### config.mk
export PLATFORM = sky130hd
export DESIGN_NAME = async_char_rx
export DESIGN_NICKNAME = d
export VERILOG_FILES = /design/src/rtl/async_rx_pkg.sv /design/src/rtl/rx_sync.sv /design/src/rtl/rx_bit_timer.sv /design/src/rtl/rx_frame_fsm.sv /design/src/rtl/rx_result_regs.sv /design/src/rtl/async_char_rx.sv
export SDC_FILE = /design/constraint.sdc
export NUM_CORES = 1
export LEC_CHECK = 0
export ABC_AREA = 1
export BUFFER_PORTS_ARGS = -buffer_cell sky130_fd_sc_hd__buf_2
export CORE_MARGIN = 2
export CORE_UTILIZATION = 59
export DETAILED_ROUTE_END_ITERATION = 8
export GPL_TIMING_DRIVEN = 0
export MAX_ROUTING_LAYER = met4
export PLACE_DENSITY = 0.77
export SLEW_MARGIN = 20
export SYNTH_ARGS = -nofsm -noshare
export SYNTH_HDL_FRONTEND = slang
export SYNTH_HIERARCHICAL = 1
export SYNTH_SLANG_ARGS = --single-unit
### constraint.sdc
create_clock -name clk -period 5.3 [get_ports clk]
set_input_delay 0.53 -clock clk [delete_from_list [all_inputs] [get_ports clk]]
set_output_delay 0.53 -clock clk [all_outputs]
set_load 0.02 [all_outputs]
### src/rtl/async_rx_pkg.sv
package async_rx_pkg;

    localparam int unsigned DIV_MID  = 16;
    localparam int unsigned DIV_HIGH = 64;
    localparam int unsigned CNT_W    = $clog2(DIV_HIGH);

    typedef enum logic [2:0] {
        ST_IDLE,
        ST_START,
        ST_DATA,
        ST_PAR,
        ST_STOP
    } rx_state_e;

    // Reload value for one full bit period, minus one.
    function automatic logic [CNT_W-1:0] full_m1(input logic [1:0] factor);
        case (factor)
            2'd0:    full_m1 = '0;
            2'd1:    full_m1 = CNT_W'(DIV_MID - 1);
            default: full_m1 = CNT_W'(DIV_HIGH - 1);
        endcase
    endfunction

    // Reload value for half a bit period, minus one (not used in 1x mode).
    function automatic logic [CNT_W-1:0] half_m1(input logic [1:0] factor);
        case (factor)
            2'd0:    half_m1 = '0;
            2'd1:    half_m1 = CNT_W'(DIV_MID / 2 - 1);
            default: half_m1 = CNT_W'(DIV_HIGH / 2 - 1);
        endcase
    endfunction

endpackage

### src/rtl/rx_sync.sv
module rx_sync #(
    parameter int unsigned STAGES = 2
) (
    input  logic clk,
    input  logic rst_n,
    input  logic d,
    output logic q
);
    logic [STAGES-1:0] chain_q;

    always_ff @(posedge clk or negedge rst_n) begin
        if (!rst_n) chain_q <= '1;
        else        chain_q <= {chain_q[STAGES-2:0], d};
    end

    assign q = chain_q[STAGES-1];
endmodule

### src/rtl/rx_bit_timer.sv
module rx_bit_timer #(
    parameter int unsigned CW = async_rx_pkg::CNT_W
) (
    input  logic          clk,
    input  logic          rst_n,
    input  logic          load,
    input  logic [CW-1:0] load_val,
    output logic          tick
);
    logic [CW-1:0] cnt_q;

    always_ff @(posedge clk or negedge rst_n) begin
        if (!rst_n)           cnt_q <= '0;
        else if (load)        cnt_q <= load_val;
        else if (cnt_q != '0) cnt_q <= cnt_q - 1'b1;
    end

    assign tick = (cnt_q == '0);
endmodule

### src/rtl/rx_frame_fsm.sv
module rx_frame_fsm
    import async_rx_pkg::*;
#(
    parameter int unsigned DATA_W = 8,
    parameter int unsigned CW     = CNT_W
) (
    input  logic              clk,
    input  logic              rst_n,
    input  logic              line,
    input  logic              tick,
    input  logic [1:0]        cfg_len,
    input  logic              cfg_par_en,
    input  logic              cfg_par_odd,
    input  logic              cfg_stop2,
    input  logic [1:0]        cfg_factor,
    output logic              load,
    output logic [CW-1:0]     load_val,
    output logic              done,
    output logic [DATA_W-1:0] done_data,
    output logic              done_par_bad,
    output logic              done_frame_bad
);
    localparam int unsigned IDX_W    = $clog2(DATA_W);
    localparam int unsigned LEN_BASE = 5;

    rx_state_e         state_q, state_d;
    logic [DATA_W-1:0] data_q;
    logic [IDX_W-1:0]  bit_idx_q;
    logic              stop_idx_q;
    logic              par_bad_q;
    logic              frm_bad_q;
    logic [IDX_W-1:0]  last_idx;

    assign last_idx = IDX_W'(cfg_len) + IDX_W'(LEN_BASE - 1);

    // State register
    always_ff @(posedge clk or negedge rst_n) begin
        if (!rst_n) state_q <= ST_IDLE;
        else        state_q <= state_d;
    end

    // Next state and control outputs
    always_comb begin
        state_d  = state_q;
        load     = 1'b0;
        load_val = full_m1(cfg_factor);
        done     = 1'b0;
        unique case (state_q)
            ST_IDLE: begin
                if (!line) begin
                    load = 1'b1;
                    if (cfg_factor == 2'd0) begin
                        state_d = ST_DATA;
                    end else begin
                        load_val = half_m1(cfg_factor);
                        state_d  = ST_START;
                    end
                end
            end
            ST_START: begin
                if (tick) begin
                    load    = 1'b1;
                    state_d = line ? ST_IDLE : ST_DATA;
                end
            end
            ST_DATA: begin
                if (tick) begin
                    load = 1'b1;
                    if (bit_idx_q == last_idx)
                        state_d = cfg_par_en ? ST_PAR : ST_STOP;
                end
            end
            ST_PAR: begin
                if (tick) begin
                    load    = 1'b1;
                    state_d = ST_STOP;
                end
            end
            ST_STOP: begin
                if (tick) begin
                    if (cfg_stop2 && !stop_idx_q) begin
                        load = 1'b1;
                    end else begin
                        done    = 1'b1;
                        state_d = ST_IDLE;
                    end
                end
            end
            default: state_d = ST_IDLE;
        endcase
    end

    // Character datapath
    always_ff @(posedge clk or negedge rst_n) begin
        if (!rst_n) begin
            data_q     <= '0;
            bit_idx_q  <= '0;
            stop_idx_q <= 1'b0;
            par_bad_q  <= 1'b0;
            frm_bad_q  <= 1'b0;
        end else begin
            unique case (state_q)
                ST_IDLE: begin
                    if (!line) begin
                        data_q     <= '0;
                        bit_idx_q  <= '0;
                        stop_idx_q <= 1'b0;
                        par_bad_q  <= 1'b0;
                        frm_bad_q  <= 1'b0;
                    end
                end
                ST_DATA: begin
                    if (tick) begin
                        data_q[bit_idx_q] <= line;
                        bit_idx_q         <= bit_idx_q + 1'b1;
                    end
                end
                ST_PAR: begin
                    if (tick) par_bad_q <= (^data_q) ^ line ^ cfg_par_odd;
                end
                ST_STOP: begin
                    if (tick) begin
                        frm_bad_q  <= frm_bad_q | ~line;
                        stop_idx_q <= 1'b1;
                    end
                end
                default: ;
            endcase
        end
    end

    assign done_data      = data_q;
    assign done_par_bad   = par_bad_q;
    assign done_frame_bad = frm_bad_q | ~line;

    p_idle_hold_r1: assert property (@(posedge clk) disable iff (!rst_n)
        (state_q == ST_IDLE && line) |=> (state_q == ST_IDLE));

    p_glitch_abort_r2: assert property (@(posedge clk) disable iff (!rst_n)
        (state_q == ST_START && tick && line) |=> (state_q == ST_IDLE));

    p_x1_direct_r3: assert property (@(posedge clk) disable iff (!rst_n)
        (state_q == ST_IDLE && !line && cfg_factor == 2'd0) |=> (state_q == ST_DATA));
endmodule

### src/rtl/rx_result_regs.sv
module rx_result_regs #(
    parameter int unsigned DATA_W = 8
) (
    input  logic              clk,
    input  logic              rst_n,
    input  logic              done,
    input  logic [DATA_W-1:0] done_data,
    input  logic              done_par_bad,
    input  logic              done_frame_bad,
    input  logic              rd_strobe,
    input  logic              err_clr,
    output logic [DATA_W-1:0] rx_data,
    output logic              rx_ready,
    output logic              par_err,
    output logic              frame_err,
    output logic              overrun_err
);
    always_ff @(posedge clk or negedge rst_n) begin
        if (!rst_n) begin
            rx_data     <= '0;
            rx_ready    <= 1'b0;
            par_err     <= 1'b0;
            frame_err   <= 1'b0;
            overrun_err <= 1'b0;
        end else begin
            if (done) rx_data <= done_data;
            rx_ready    <= done | (rx_ready & ~rd_strobe);
            par_err     <= (par_err & ~err_clr) | (done & done_par_bad);
            frame_err   <= (frame_err & ~err_clr) | (done & done_frame_bad);
            overrun_err <= (overrun_err & ~err_clr) | (done & rx_ready);
        end
    end

    p_ready_set_r8: assert property (@(posedge clk) disable iff (!rst_n)
        done |=> rx_ready);

    p_ready_clear_r8: assert property (@(posedge clk) disable iff (!rst_n)
        (rx_ready && rd_strobe && !done) |=> !rx_ready);

    p_overrun_r9: assert property (@(posedge clk) disable iff (!rst_n)
        (done && rx_ready) |=> overrun_err);

    p_err_clear_r10: assert property (@(posedge clk) disable iff (!rst_n)
        (err_clr && !done) |=> (!par_err && !frame_err && !overrun_err));
endmodule

### src/rtl/async_char_rx.sv
module async_char_rx
    import async_rx_pkg::*;
#(
    parameter int unsigned DATA_W      = 8,
    parameter int unsigned SYNC_STAGES = 2
) (
    input  logic              clk,
    input  logic              rst_n,
    input  logic              rxd,
    input  logic [1:0]        cfg_len,
    input  logic              cfg_par_en,
    input  logic              cfg_par_odd,
    input  logic              cfg_stop2,
    input  logic [1:0]        cfg_factor,
    input  logic              rd_strobe,
    input  logic              err_clr,
    output logic [DATA_W-1:0] rx_data,
    output logic              rx_ready,
    output logic              par_err,
    output logic              frame_err,
    output logic              overrun_err
);
    logic             line_s;
    logic             tick;
    logic             load;
    logic [CNT_W-1:0] load_val;
    logic             done;
    logic [DATA_W-1:0] done_data;
    logic             done_par_bad;
    logic             done_frame_bad;

    rx_sync #(.STAGES(SYNC_STAGES)) u_sync (
        .clk   (clk),
        .rst_n (rst_n),
        .d     (rxd),
        .q     (line_s)
    );

    rx_bit_timer #(.CW(CNT_W)) u_timer (
        .clk      (clk),
        .rst_n    (rst_n),
        .load     (load),
        .load_val (load_val),
        .tick     (tick)
    );

    rx_frame_fsm #(.DATA_W(DATA_W), .CW(CNT_W)) u_fsm (
        .clk            (clk),
        .rst_n          (rst_n),
        .line           (line_s),
        .tick           (tick),
        .cfg_len        (cfg_len),
        .cfg_par_en     (cfg_par_en),
        .cfg_par_odd    (cfg_par_odd),
        .cfg_stop2      (cfg_stop2),
        .cfg_factor     (cfg_factor),
        .load           (load),
        .load_val       (load_val),
        .done           (done),
        .done_data      (done_data),
        .done_par_bad   (done_par_bad),
        .done_frame_bad (done_frame_bad)
    );

    rx_result_regs #(.DATA_W(DATA_W)) u_result (
        .clk            (clk),
        .rst_n          (rst_n),
        .done           (done),
        .done_data      (done_data),
        .done_par_bad   (done_par_bad),
        .done_frame_bad (done_frame_bad),
        .rd_strobe      (rd_strobe),
        .err_clr        (err_clr),
        .rx_data        (rx_data),
        .rx_ready       (rx_ready),
        .par_err        (par_err),
        .frame_err      (frame_err),
        .overrun_err    (overrun_err)
    );
endmodule

# Word level (Yosys, flattened, before mapping)
# Index checks and enable logic that the tools add are counted.
# word_totals
register_bits	37
word_cells	107
output_inout_bits	12
inputBits	12
# op_classes
reduce_logical	17
eq_ne	13
bitwise	17
n_addsub	3
mux	42
magnitude_cmp	2
# ops
operator	count
$mux W3	10
$mux W6	5
$mux W8	2
$pmux W8 S2	1
$pmux W3 S5	1
$mux W1	12
$ne A2 B2 Y1 const B	6
$pmux W6 S2	1
$reduce_and A3 Y1	3
$bwmux W8	1
$reduce_bool A2 Y1	4
$reduce_xor A8 Y1	1
$and A1 B1 Y1	7
$reduce_and A7 Y1	1
$eq A3 B2 Y1 const B	2
$logic_not A6 Y1	1
$pmux W1 S2	3
$pmux W3 S2	1
$reduce_bool A6 Y1	1
$sub A6 B1 Y6 const B	1
$mux W5	1
$or A1 B1 Y1	5
$lt A3 B4 Y1 const B	1
$mux W2	2
17 further kinds	21

# Depth between registers and ports, before layout
# Gate-level depths: netlist (run 1).
# logic_depth
word_depth	7
depth_mapped	14
depth_no_buf	14

# Modules after synthesis
# The synthesis (run 1) kept the hierarchy.
# modules_own_cells
module	area_per_inst_um2	instances	cells_each
rx_frame_fsm	1287.5	1	194
rx_result_regs	454.2	1	51
rx_bit_timer	412.9	1	55
rx_sync	52.6	1	2

# Least setup slack after synthesis (run 1)
# No wires, ideal clock.
# synth_path
path_type	register to register
from	register u_timer.cnt_q[0]
to	register u_timer.cnt_q[5]
slack_ps	3523
setup_ps	116
arrival_ps	1660
required_ps	5184
n_path_buf	1
path_stages_with_launch	15
path_cell_list	dfrtp_1 inv_1 ha_1 inv_1 nor2_4 nand3_2 inv_1 inv_1 o21ai_0 buf_4 inv_1 nand2_2 inv_2 nand2_1 nand2_1
# synth_via
elab_chain_cells	4
# synth_rtl
item	line_no	source
start, declared	rx_bit_timer.sv:10	logic [CW-1:0] cnt_q;
start signal, assigned	rx_bit_timer.sv:14	else if (load) cnt_q <= load_val;
start signal, assigned	rx_bit_timer.sv:15	else if (cnt_q != '0) cnt_q <= cnt_q - 1'b1;
$logic_not A6 Y1 *	rx_bit_timer.sv:18	assign tick = (cnt_q == '0);
net tick	async_char_rx.sv:24	logic tick;
$mux W1, on equally long branches	--	
$pmux W1 S3 *	rx_frame_fsm.sv:48	unique case (state_q)
net load	async_char_rx.sv:25	logic load;
$mux W6 or $reduce_bool A2 Y1 (tied branches)	--	
# The timed path passes the listed nets; every way through them passes the cells marked *. The select of a mux whose other input is x is not followed.
# A chain may end at the register's enable or synchronous reset.

# Worst setup path after layout (run 1)
# layout_path
from	register u_timer.cnt_q[0]
to	register u_timer.cnt_q[0]
# The elaborated chain is that of the path after synthesis.

==> impl_metrics.ini, run 1 <==
[power_and_ir_drop]
power_density_mw_per_mm2 = 435
peakVddDrop_v = 0.000364
p_leak_uw = 0.00142
power_uw = 1100

[synthesis]
synth_flop_cell = dfrtp_1
ys_ff_latch = 37
ys_warn_count = 6
ys_async_sr_fraction_pct = 100
synth_seq_area_share_pct = 42.1
synth.area.top_cells = dfrtp_1, nand2_1, inv_1
synth_top_cell_by_area = dfrtp_1
syn_area_per_cell_sq_um = 7.31
synth_nets = 318
synth_edf_count = 0
ys_types = 32
netlist_top_cells_count = nand2_1, dfrtp_1, inv_1, nor2_1, o21ai_0
syn-cell-area_sq_mm = 0.00221
yosysTopAreaCellShare_pct = 39.7
synth_most_common_cell = nand2_1
synth_cells = 302

[flow_run]
cap_viol_max_count = 0

[floorplan]
die_x_um = 65.2
die_y_um = 65.2
rows = 22
initial_core_util_pct = 60.7
die_area_sq_mm = 0.00425
core-area_sq_mm = 0.00363
ios = 24

[clock_network]
cts_sinks = 37
htreeDepth = 2
postCtsSetupRepairBufs = 0
clk_pin_slew_ps = 70
cts_resized = 0
cts_inserted_buffers = 5
clock_latency_ps = 280
clock_tree.root_cell = clkbuf_8
cts_tree = yes
clock_path_buffers = 2
cts.hold.buffers_added = 0

[timing]
worst_slew_pin_slew_ps = 818
period_share_pct = 38.8
holdWs_ps = 334
skew_ps = 3.28
fmax_mhz = 487
final.min_clock_period_ps = 2050
hold_viol = 0
max-slew-margin-rel_pct = 45.5
finalSetupViolCount = 0
rsz0062_at_grt = false
maxSlewViolCount = 0
fin_setup_tns_ps = 0

[critical_path]
crit_type = flip-flop to flip-flop
arrival_ps = 2260
critical_path_required_ps = 5510
crit_path_start_kind = flip-flop
cp-end-kind = flip-flop
path_max_fanout = 9

[global_routing]
grt_max_degree = 38
grt_remaining_overflow = 0
track_usage_pct = 23.3
grt_pass1_vias = 1790
grt_pass1_wl_um = 7490
antenna_found_initial = 0

[layout]
area_growth_pct = 14.0
diodes = 0
instances_no_fill = 381
nets = 348
utilization_pct = 69.2
drive_above_1_share_pct = 19.2

[routing]
ant_nets = 0
drt_iter0_drc = 112
drt_pass1_iterations = 4
vias = 1938
avgViaCountPerCell = 5.09
wirelength_um = 4220
drc = 0
routedWlPerCell_um = 11.1

[place]
hpwl_um = 3190
port_buffers = 23
dp.cells = 373
gp_congestion = 0.842

[status]
outcome = complete, no violations

[hold_path]
holdCritPathClass = primary input to async pin
sequential cells by signal (all words and copies together) (netlist names):
register              count
u_fsm/stop_idx_q          1
u_result/frame_err        1
u_sync/chain_q            2
u_fsm/done_data           8
u_result/overrun_err      1
u_fsm/state_q             3
u_timer/cnt_q             6
u_result/rx_data          8
u_result/rx_ready         1
u_fsm/bit_idx_q           3
u_fsm/done_par_bad        1
u_fsm/frm_bad_q           1
u_result/par_err          1
power breakdown:
part | internal, uW | switching, uW | total [uW] | leakage [uW]
combinational | 152 | 278 | 430 | 0.000860
clock | 187 | 97.3 | 284 | 0.0000681
sequential | 333 | 48.9 | 382 | 0.000493
cells by family after synthesis:
logic type	after synthesis	synth area share, %
adder cells (fa/ha/maj)	4	2.27
AO/OA/AOI/OAI	34	9.13
flip-flops	37	42.1
AND/OR/NAND/NOR	177	36.1
buffers and inverters	46	8.90
XOR/XNOR	4	1.59
layout make-up:
class | instances | area, sq um
Buffer | 6 | 46.3
Clock buffer | 5 | 68.8
Clock inverter | 3 | 65.1
Fill cell | 324 | 1120
Inverter | 40 | 150
Multi-Input combinational cell | 219 | 1080
Sequential cell | 37 | 928
Tap cell | 48 | 60.1
Timing Repair Buffer | 23 | 115
layer usage:
metal,global-route usage [%],wire length (um),vias up
met2,39.3,2060,35
li1,-,-,1001
met4,7.55,24,0
met3,5.65,173,2
met1,27.6,1970,900
met5,-,0,-
worst max-delay path: stages (launching register included):
cell     delay (ps)
dfrtp_1         380
inv_1           200
ha_1            190
inv_1            60
nor2_4          100
nand3_2          90
inv_1           130
inv_1           140
o21ai_0         180
buf_4           170
inv_1            80
nand4_2         130
nand2_1          60
o21ai_1          80
stage by stage:
stage / instance area, sq um / worst slack (ps)
global route: 2520 / 2980
finish: 2520 / 3250
detailed placement: 2380 / 3280
CTS: 2520 / 3240
floorplan: 2210 / 3520
global placement: 2380 / 3340
cell usage in the layout, fill, tap and decap left out, drive strengths merged, types with 2 or more instances in the layout:
| cell type | n |
|---|---|
| nand2 | 131 |
| inv | 40 |
| dfrtp | 35 |
| buf | 29 |
| o21ai | 22 |
| nor2 | 21 |
| nand3 | 13 |
| a21oi | 8 |
| nand4 | 8 |
| clkbuf | 5 |
| ha | 4 |
| bufinv | 2 |
| xor2 | 2 |
| xnor2 | 2 |
| dfstp | 2 |
| nand3b | 2 |
final timing paths:
path / start / endpoint / slack, ps / depth (start not counted)
worst max-delay path: u_timer/cnt_q[0] / u_timer/cnt_q[0] / 3250 / 13
min in group clk: rxd / u_sync/chain_q[0] / 340 / 1
worst min-delay path: rst_n / u_fsm/state_q[2] / 330 / 1
max in group asynchronous: rst_n / u_result/rx_data[0] / 4450 / 1
worst max register to register: u_timer/cnt_q[0] / u_timer/cnt_q[0] / 3250 / 13
worst min register to register: u_sync/chain_q[0] / u_sync/chain_q[1] / 360 / 0
(Power assumes the default switching activity.)
==> inputs of run 2 (changes only) <==
--- a/config.mk
+++ b/config.mk
@@ -8,11 +8,11 @@
 export ABC_AREA = 1
 export BUFFER_PORTS_ARGS = -buffer_cell sky130_fd_sc_hd__buf_2
 export CORE_MARGIN = 2
-export CORE_UTILIZATION = 59
+export CORE_UTILIZATION = 58
 export DETAILED_ROUTE_END_ITERATION = 8
 export GPL_TIMING_DRIVEN = 0
 export MAX_ROUTING_LAYER = met4
-export PLACE_DENSITY = 0.77
+export PLACE_DENSITY = 0.76
 export SLEW_MARGIN = 20
 export SYNTH_ARGS = -nofsm -noshare
 export SYNTH_HDL_FRONTEND = slang
==> constraint.sdc (replaced) <==
create_clock -name clk -period 2.1 [get_ports clk]
set_input_delay 0.21 -clock clk [delete_from_list [all_inputs] [get_ports clk]]
set_output_delay 0.21 -clock clk [all_outputs]
set_load 0.02 [all_outputs]
==> run 2 against run 1 <==
  * Clock skew increased by 0.94 ps
  * Via count decreased by 3.7%
  * Clock power increased by 120%
  * Die area increased by 1.6%
  * Sequential power increased to 2.5 times the previous value
  * Worst setup slack got worse by 3000 ps
==> impl_metrics.ini, run 2 (same netlist as run 1, synthesis figures left out) <==
[global_routing]
grt_pass1_wl_um = 7260
grt_pass1_vias = 1763
track_usage_pct = 22.1
grt_remaining_overflow = 0
antenna_found_initial = 0
grt_max_degree = 38

[timing]
period_share_pct = 88.7
holdWs_ps = 8.94
rsz0062_at_grt = false
finalSetupViolCount = 0
skew_ps = 4.22
maxSlewViolCount = 0
fin_setup_tns_ps = 0
max-slew-margin-rel_pct = 45.7
hold_viol = 0
final.min_clock_period_ps = 1860
worst_slew_pin_slew_ps = 814
fmax_mhz = 537

[critical_path]
rr_startpoint = u_timer/cnt_q[0]
critical_path_required_ps = 2320
crit_path_start_kind = flip-flop
cp-end-kind = flip-flop
arrival_ps = 2080
crit_type = flip-flop to flip-flop
path_max_fanout = 9
startpoint = u_timer/cnt_q[0]

[place]
gp_congestion = 0.854
hpwl_um = 3050
placed_cell_area_sq_mm = 0.00238
port_buffers = 23
dp.cells = 373

[layout]
diodes = 0
instances_no_fill = 381
design_area_sq_mm = 0.00250
area_growth_pct = 13.2
nets = 348
layout.cells.most_common = nand2_1
most-common-layout-cells = nand2_1, dfrtp_1, inv_1
utilization_pct = 68.3
drive_above_1_share_pct = 19.5

[clock_network]
clk_pin_slew_ps = 70
postCtsSetupRepairBufs = 0
cts_inserted_buffers = 5
cts_tree = yes
cts_sinks = 37
cts_resized = 0
cts.hold.buffers_added = 0
clock_latency_ps = 290
clock_path_buffers = 2
htreeDepth = 2
clock_tree.root_cell = clkbuf_8

[routing]
wirelength_um = 4020
drt_iter0_drc = 120
avgViaCountPerCell = 4.90
drt_pass1_iterations = 5
ant_nets = 0
drc = 0
routedWlPerCell_um = 10.5
vias = 1866

[floorplan]
ios = 24
rows = 22
die_x_um = 65.7
core-area_sq_mm = 0.00366
initial_core_util_pct = 60.3
die_area_sq_mm = 0.00431
die_y_um = 65.7

[flow_run]
cap_viol_max_count = 0

[power_and_ir_drop]
p_leak_uw = 0.00141
peakVddDrop_v = 0.000658
power_density_mw_per_mm2 = 1070

[status]
outcome = complete, no violations

[hold_path]
holdCritPathClass = primary input to async pin
## run 2: cell types whose count changed in the layout (fill, tap and decap cells not counted), sizes merged
cell    change
bufinv      -1
clkbuf      +2
clkinv      -1
## run 2: metal layers
metal  GRT usage [%]  up-vias  part of all wire [%]
li1                -     1005                     -
met1            29.0      827                    51
met2            34.3       30                    45
met3            5.14        4                   3.5
met4            6.77        0                  0.72
met5               -        -                     0
## run 2: worst max-delay path, stage by stage, from the launching register on
cell and delay, ps:
dfrtp_1 380, inv_2 110, ha_1 150, inv_1 60
nor2_4 100, nand3_2 90, inv_1 140, inv_2 100
o21ai_1 150, buf_4 170, inv_1 70, nand4_2 120
nand2_1 70, o21ai_1 80
## run 2: cell type report
class	count	area, sq um
inverters	40	150
clock buffers	7	86.3
clock inverters	1	30.0
multi-input cells	219	1080
repair buffers	23	115
fillers	325	1160
plain buffers	6	46.3
flip-flops and latches	37	928
well taps	48	60.1
## run 2: worst paths after layout
kind / to / slack, ps / cells past startpoint
max: u_timer/cnt_q[0] / 240 / 13
min: u_timer/cnt_q[0] / 9 / 1
max reg2reg: u_timer/cnt_q[0] / 240 / 13
min reg2reg: u_sync/chain_q[1] / 360 / 0
max in group asynchronous: u_fsm/frm_bad_q / 1580 / 1
min in group clk: u_sync/chain_q[0] / 20 / 1
## run 2: power by group
| part | switching (uW) | total (uW) | leakage, uW | internal, uW |
|---|---|---|---|---|
| sequential | 123 | 964 | 0.000493 | 841 |
| combinational | 684 | 1070 | 0.000859 | 385 |
| clock | 246 | 633 | 0.0000585 | 387 |
| total | 1050 | 2670 | 0.00141 | 1610 |
## run 2: metrics by stage
stage	power, uW	setup slack [ps]
4_1_cts	2680	73.8
6_report	2670	236
5_1_grt	2900	17.4
2_1_floorplan	1830	323
3_3_place_gp	2010	142
3_5_place_dp	2040	98.6
==> inputs of run 3 (changes only) <==
--- a/config.mk
+++ b/config.mk
@@ -12,7 +12,7 @@
 export DETAILED_ROUTE_END_ITERATION = 8
 export GPL_TIMING_DRIVEN = 0
 export MAX_ROUTING_LAYER = met4
-export PLACE_DENSITY = 0.76
+export PLACE_DENSITY = 0.79
 export SLEW_MARGIN = 20
 export SYNTH_ARGS = -nofsm -noshare
 export SYNTH_HDL_FRONTEND = slang
==> run 3 against run 2 <==
  * Design area fell by 0.50%
  * Clock-buffer cell count down 2
  * Worst setup slack got worse by 48 ps
  * Cell count down 0.26%
  * Non-clock buffer count unchanged
  * Combinational power barely moved
  * Clock power down 7.3%
  * Power down 1.7%
  * Global-route usage rose by 0.27 points
  * Largest cell class unchanged
  * Largest power group unchanged
==> impl_metrics.ini, run 3 (same netlist as run 1, synthesis figures left out) <==
[critical_path]
path_buf_inv = 7
rr_startpoint = u_timer/cnt_q[0]
startpoint = u_timer/cnt_q[0]
cp_slowest_cell = dfrtp_1
crit_chain = inv_2 > ha_1 > inv_1 > nor2_4 > nand3_2 > inv_1 > inv_2 > o21ai_0 > buf_4 > inv_1 > nand2_2 > inv_2 > nand2_1 > nand2_1
crit_type = flip-flop to flip-flop
r2r_slack_ps = 190
critical_path_required_ps = 2280
worst-path-stages = 14
ff2ff_path_depth = 14
endpoint = u_timer/cnt_q[5]
arrival_ps = 2090
path_max_fanout = 9
cp-end-kind = flip-flop
rr_endpoint = u_timer/cnt_q[5]
cpPeakStageDelay_ps = 400
crit_path_start_kind = flip-flop
path_delay_family = buffers and inverters

[power_and_ir_drop]
peakVddDrop_v = 0.000706
switching_share_pct = 40.1
power_frac_clock_pct = 22.4
internal_power_uw = 1570
combPwrFrac_pct = 40.6
power_density_mw_per_mm2 = 1050
power.switching_uw = 1050
p_leak_uw = 0.00141
p_seq_share_pct = 37.0

[timing]
fmax_mhz = 523
worst_slew_pin_slew_ps = 815
hold_viol = 0
rsz0062_at_grt = false
maxSlewViolCount = 0
max-slew-margin-rel_pct = 45.7
final.min_clock_period_ps = 1910
finalSetupViolCount = 0
skew_ps = 5.98
period_share_pct = 91.0
fin_setup_tns_ps = 0

[global_routing]
grt_pass1_wl_um = 7300
grt_remaining_overflow = 0
antenna_found_initial = 0
track_usage_pct = 22.4
grt_pass1_vias = 1700
grt_max_degree = 38

[clock_network]
cts.hold.buffers_added = 0
cts_inserted_buffers = 5
htreeDepth = 2
clock_latency_ps = 290
postCtsSetupRepairBufs = 0
clock_tree.root_cell = clkbuf_8
cts_resized = 0
cts_tree = yes
clock_path_buffers = 2
cts_sinks = 37
clk_pin_slew_ps = 70

[layout]
nets = 348
num-fill-cells = 319
diodes = 0
drive_above_1_share_pct = 19.6
area_growth_pct = 12.6
layout.cells.most_common = nand2_1
utilization_pct = 67.9
most-common-layout-cells = nand2_1, dfrtp_1, inv_1

[place]
port_buffers = 23
hpwl_um = 3120
gp_congestion = 0.832

[floorplan]
die_area_sq_mm = 0.00431
die_y_um = 65.7
initial_core_util_pct = 60.3
die_x_um = 65.7
rows = 22
core-area_sq_mm = 0.00366
ios = 24

[routing]
drt_pass1_iterations = 4
drt_iter0_drc = 106
vias = 1895
drc = 0
ant_nets = 0
routedWlPerCell_um = 10.9
wirelength_um = 4140
avgViaCountPerCell = 4.99

[status]
outcome = complete, no violations

[flow_run]
cap_viol_max_count = 0

[hold_path]
holdCritPathClass = primary input to async pin
## run 3: cell types whose count changed in the layout (fill, tap and decap cells not counted), sizes merged
| cell | previous run | this run |
|---|---|---|
| clkinv | 0 | 1 |
| clkbuf | 7 | 5 |
## run 3: area by class of cell
type	instances	area (sq um)	area share (%)
Buffer	6	46.3	1.86
Clock buffer	5	68.8	2.77
Clock inverter	2	35.0	1.41
Inverter	40	150	6.04
Multi-Input combinational cell	219	1080	43.5
Sequential cell	37	928	37.3
Tap cell	48	60.1	2.42
Timing Repair Buffer	23	115	4.63
## run 3: power groups by stage
stage / Sequential [uW] / Combinational, uW / Clock [uW]
final: 970 / 1060 / 587
after global routing: 981 / 1230 / 636
after CTS: 965 / 1070 / 606
after detailed placement: 980 / 1060 / 0
after global placement: 971 / 1040 / 0
after floorplan: 958 / 870 / 0
## run 3: worst min-delay path by stage
stage               depth (start not counted)            endpoint   from  slack (ps)
global route                                1   u_sync/chain_q[0]    rxd           6
floorplan                                   0  u_fsm/bit_idx_q[0]  rst_n         -90
CTS                                         1   u_sync/chain_q[0]    rxd          10
global placement                            1   u_sync/chain_q[0]    rxd         320
finish                                      1    u_fsm/state_q[0]  rst_n          10
detailed placement                          1   u_sync/chain_q[0]    rxd         320
## run 3: through the flow
stage / area, sq um / total power [uW] / worst slack, ps / instances / hold slack [ps]
finish: 2490 / 2620 / 188 / 380 / 13.2
global route: 2490 / 2850 / 19.2 / 380 / 5.74
CTS: 2490 / 2640 / 61.2 / 380 / 12.8
detailed placement: 2380 / 2040 / 86.6 / 373 / 321
global placement: 2380 / 2010 / 149 / 373 / 316
floorplan: 2210 / 1830 / 323 / 302 / -85.6
## run 3: routing by layer
layer | GRT usage, % | wire (um)
met1 | 28.4 | 2010
met5 | - | 0
met2 | 35.6 | 1940
met3 | 5.99 | 151
met4 | 5.99 | 41
